[config.mk]
export PLATFORM = sky130hd
export DESIGN_NAME = dma_ctl_regs
export DESIGN_NICKNAME = d
export VERILOG_FILES = /design/src/rtl/dma_ctl_regs.sv
export SDC_FILE = /design/constraint.sdc
export NUM_CORES = 1
export LEC_CHECK = 0
export CORE_MARGIN = 1.5
export CORE_UTILIZATION = 40
export DETAILED_ROUTE_END_ITERATION = 8
export GPL_TIMING_DRIVEN = 0
export HOLD_SLACK_MARGIN = 0.03
export PLACE_DENSITY_LB_ADDON = 0.15
export REMOVE_ABC_BUFFERS = 1
export SLEW_MARGIN = 25
export SYNTH_ARGS = -nofsm -noshare
export SYNTH_HDL_FRONTEND = slang
export SYNTH_SLANG_ARGS = --single-unit
[constraint.sdc]
create_clock -name clk -period 5.65 [get_ports clk]
set_clock_uncertainty 0.05 [all_clocks]
set_input_delay 0.8475 -clock clk [delete_from_list [all_inputs] [get_ports clk]]
set_output_delay 0.8475 -clock clk [all_outputs]
set_load 0.01 [all_outputs]
[src/rtl/dma_ctl_regs.sv]
module dma_ctl_regs #(
  parameter int NCH = 7,
  parameter logic [NCH-1:0] START_MASK = 7'b1011111
) (
  input  logic        clk,
  input  logic        rst_n,
  input  logic        wr_en,
  input  logic [7:0]  wr_addr,
  input  logic [31:0] wr_data,
  input  logic [7:0]  rd_addr,
  output logic [31:0] rd_data,
  input  logic [6:0]  ch_done,
  output logic [6:0]  ch_start,
  output logic        restart_warn,
  output logic        sys_irq
);
  localparam logic [31:0] ICR_WMASK = 32'h00FF803F;
  localparam int BUSY_BIT = 24;

  logic [31:0] madr [NCH];
  logic [31:0] bcnt [NCH];
  logic [31:0] chcr [NCH];
  logic [31:0] pcr;
  logic [23:0] icr_ctl;
  logic [NCH-1:0] flags;
  logic sent;

  wire [2:0] wch    = wr_addr[6:4];
  wire       wr_ch  = wr_en && wr_addr[7] && (wch != 3'd7);
  wire       wr_sys = wr_en && (wr_addr[7:4] == 4'hF);
  wire       wr_icr = wr_sys && (wr_addr[3:0] == 4'h4);
  wire [NCH-1:0] clr_mask = wr_icr ? wr_data[24 +: NCH] : '0;

  wire irq_cond = (icr_ctl[23] && |flags) || icr_ctl[15];
  assign sys_irq = irq_cond && !sent;

  always_ff @(posedge clk) begin
    if (!rst_n) begin
      for (int n = 0; n < NCH; n++) begin
        madr[n] <= '0;
        bcnt[n] <= '0;
        chcr[n] <= '0;
      end
      pcr <= '0;
      icr_ctl <= '0;
      flags <= '0;
      sent <= 1'b0;
      ch_start <= '0;
      restart_warn <= 1'b0;
    end else begin
      ch_start <= '0;
      restart_warn <= 1'b0;
      for (int n = 0; n < NCH; n++)
        if (ch_done[n]) chcr[n][BUSY_BIT] <= 1'b0;
      if (wr_ch) begin
        case (wr_addr[3:0])
          4'h0: madr[wch] <= wr_data;
          4'h4: bcnt[wch] <= wr_data;
          4'h8: begin
            chcr[wch] <= wr_data;
            restart_warn <= wr_data[BUSY_BIT] && chcr[wch][BUSY_BIT];
            ch_start[wch] <= wr_data[BUSY_BIT] && pcr[{wch, 2'b11}] && START_MASK[wch];
          end
          default: ;
        endcase
      end
      if (wr_sys && wr_addr[3:0] == 4'h0) pcr <= wr_data;
      if (wr_icr) icr_ctl <= wr_data[23:0] & ICR_WMASK[23:0];
      flags <= (flags & ~clr_mask) | (ch_done & icr_ctl[16 +: NCH]);
      sent <= irq_cond;
    end
  end

  always_comb begin
    rd_data = '0;
    if (rd_addr[7] && rd_addr[6:4] != 3'd7) begin
      case (rd_addr[3:0])
        4'h0: rd_data = madr[rd_addr[6:4]];
        4'h4: rd_data = bcnt[rd_addr[6:4]];
        4'h8: rd_data = chcr[rd_addr[6:4]];
        default: rd_data = '0;
      endcase
    end else if (rd_addr == 8'hF0) begin
      rd_data = pcr;
    end else if (rd_addr == 8'hF4) begin
      rd_data = {sent, flags, icr_ctl};
    end
  end

  assert_one_start_R3: assert property (@(posedge clk) disable iff (!rst_n)
    $onehot0(ch_start));
  assert_start_needs_write_R3: assert property (@(posedge clk) disable iff (!rst_n)
    |ch_start |-> $past(wr_en));
  assert_irq_single_R9: assert property (@(posedge clk) disable iff (!rst_n)
    sys_irq |=> !sys_irq);
  assert_irq_marks_sent_R9: assert property (@(posedge clk) disable iff (!rst_n)
    sys_irq |=> rd_data[31] || rd_addr != 8'hF4 || !irq_cond || sent);
  assert_flag_source_R8: assert property (@(posedge clk) disable iff (!rst_n)
    |(flags & ~$past(flags)) |-> $past(|ch_done));
endmodule

==> reports/metrics.yaml <==
status:
  status: "finished clean"
critical_path:
  worstPathRequired_ns: 4.75
  cpPeakStageDelay_ns: 0.89
  critPathMostFrequentCell: "clkdlybuf4s50_1"
  worst_setup_path_start_kind: "primary input"
  path_class: "in2out"
  crit_fanout: 9
  arrival_ns: 4.50
  crit_buf_inv: 3
  cp-end-kind: "output port"
  crit_chain: "clkdlybuf4s50_1 > nor4b_4 > buf_4 > nand3_1 > a2111oi_0 > a2111o_1 > clkdlybuf4s50_1"
  cp_slowest_cell: "a2111oi_0"
  worst_path_dominant_cell_family: "buffers and inverters"
clock_network:
  postCtsHoldBufs: 0
  cts_buffers: 89
  cts_max_level: 3
  worstSkewPairLatency_ns: 0.64
  cts_resized: 0
  root_buffer: "clkbuf_16"
  cts_sinks: 831
  cts_tree: "done"
  clk_path_buf_depth: 3
  cts.clk_slew.worst_paths_ns: 0.06
  cts_setup_buffers: 0
yosys:
  async_flop_share: 0
  synth_top_family_by_area: "simple AND/OR/NAND/NOR gates"
  ys_seq_area_frac: 0.640
  avgSynthCellArea_um2: 14.1
  synth_ff_type: "edfxtp_1"
  synth-edff-count: 704
  synth_common_cells: "edfxtp_1 (704), and3_1 (272), nand2_1 (271), and2_1 (228), clkbuf_1 (201)"
  yosysTopAreaCell: "edfxtp_1"
  ys_warn_count: 0
  synth_seq_cells: 831
  synth-compound-area-share: 0.0626
  synth_cell_type_count: 48
  synth_mux_area_frac: 0.122
  synth.cell_area_mm2: 0.0370
  syn_inst: 2631
  yosys.area_share.adder: 0
  synth-xor-area-share: 0
  synthSimpleGateAreaFrac: 0.143
  synth_top_area_share: 0.571
  synthTopCellsByArea: "edfxtp_1 (57%), mux4_2 (11%), dfxtp_1 (6.9%)"
  synth_most_common_cell: "edfxtp_1"
pwr:
  p_seq_frac: 0.508
  pwr_density_cell_mw_per_mm2: 311
  comb_power_share: 0.075
  leakage_nw: 15.8
  p_clk_frac: 0.416
  p_int_mw: 10.6
  ir_worst_vdd_mv: 0.248
  p_sw_mw: 3.08
  p_sw_frac: 0.224
  total_power_mw: 13.7
sta:
  setup_viol_count_final: 0
  slew_violations: 0
  max_freq_mhz: 185
  holdWs_ns: 0.399
  finalCriticalPeriod_ns: 5.40
  hold_violations: 0
  grt_setup_unrepaired: "no"
  slew_headroom: 0.280
  max_slew.worst_pin.slew_ns: 1.08
  fin_crit_sh: 0.956
placed_design:
  routabilityCongestion: 0.763
  port_buffers: 98
  dp_hpwl_um: 75700
  dpl_cell_area_mm2: 0.0412
global_routing:
  grt_max_degree: 76
  grt_usage: 0.249
  antenna_found_initial: 6
  grt_use_met3: 0.0436
  grt_pass1_vias: 24154
  top_usage_layer: "met2"
  grt_pass1_wl_um: 169000
  gr-usage-met2: 0.396
  met1_usage: 0.353
  overflow: 0
floorplanning:
  die_w_um: 307
  fp.coreArea_mm2: 0.0917
  initial_core_util: 0.404
  io_pins: 99
  fp.dieArea_mm2: 0.0944
  placementRows: 111
  die_y_um: 307
routing:
  vias: 23930
  drt-vias-per-instance: 5.95
  ant_nets: 0
  wl_um: 117000
  drc: 0
  drtPass1Iterations: 7
  drtIter0Drc: 2636
  wire_per_inst_um: 29.2
cells_and_area:
  nFillCells: 7910
  utilization: 0.481
  drive_gt1_frac: 0.173
  area_growth_pct: 19.0
  n_antenna_cell: 0
  design_area_mm2: 0.0440
  final_nets: 2817
job:
  drv_cap: 0
min_path:
  min-delay-path-class: "reg2reg"
## worst min-delay path: stages, from the launching register on
cell and delay [ns]:
dfxtp_1 0.30, nand2_1 0.05, a21boi_1 0.05
## stage by stage
step	setup slack, ns	TNS (ns)	instances
after floorplan	-0.123	-1.08	2448
after global placement	-17.16	-	3732
after detailed placement	0.315	0	3854
after CTS	0.296	0	4019
after global routing	0.181	0	4019
final	0.248	0	4019
## layout make-up
type                    count  area [um2]  area share
clock buffers             137        2560      0.0582
clock inverters            28         241     0.00548
inverters                   9        38.8    0.000881
multi-input cells        1608       12800       0.291
flip-flops and latches    831       23700       0.538
well taps                1186        1480      0.0337
repair buffers            220        3210      0.0728
## metal layers
metal	routed length, um	vias to the layer above
li1	-	10176
met1	49100	12400
met2	54700	1132
met3	10100	218
met4	3330	4
met5	21	-
## power by group through the flow
stage          logic (mW)  registers (mW)  clock network [mW]
3_5_place_dp         1.04            7.10                   0
4_1_cts              1.04            6.97                5.78
3_3_place_gp         1.11            7.11                   0
2_1_floorplan       0.430            7.08                   0
5_1_grt              1.09            6.99                6.00
6_report             1.03            6.97                5.70
## state kept, by name (all words and copies together), names as in the netlist
| signal | cells |
|---|---|
| bcnt | 256 |
| chcr | 256 |
| madr | 256 |
| pcr | 32 |
| icr_ctl | 15 |
| ch_start | 7 |
| flags | 7 |
| restart_warn | 1 |
| sent | 1 |
## logic make-up (layout without fill, tap and decap cells)
family / Yosys count / after routing
other: 1 / 97
flip-flops: 831 / 831
AO/OA/AOI/OAI: 302 / 302
AND/OR/NAND/NOR: 993 / 993
multiplexers: 216 / 216
buffers and inverters: 288 / 394
## final timing paths
kind | end | cells past startpoint | slack, ns | from
hold / removal | madr[6][7] | 2 | 0.40 | madr[6][7]
hold reg to reg | madr[6][7] | 2 | 0.40 | madr[6][7]
setup / recovery | rd_data[14] | 7 | 0.25 | rd_addr[3]
setup reg to reg | ch_start[3] | 4 | 3.92 | pcr[27]
## layout by cell type (no fill, tap or decap), types with 8 or more instances in the layout
cell type	instances
buf_6	27
a32oi_1	22
a22o_1	22
and2_1	226
edfxtp_1	704
a2111oi_0	9
dfxtp_1	127
a221o_1	23
clkbuf_1	37
o21ai_4	12
clkbuf_16	93
clkinv_2	10
nand3_1	10
buf_16	48
a211oi_1	10
clkinv_1	16
nor2_1	86
conb_1	97
a2111o_1	9
a31oi_1	47
mux4_2	187
a21boi_1	118
nor2_4	8
clkdlybuf4s50_1	92
nor3_1	71
and3_1	269
buf_8	9
a22oi_1	22
nand2_1	264
buf_12	16
mux2i_1	28
nor2b_1	10
buf_4	26
Note: power is estimated with default switching activity, not from simulation.
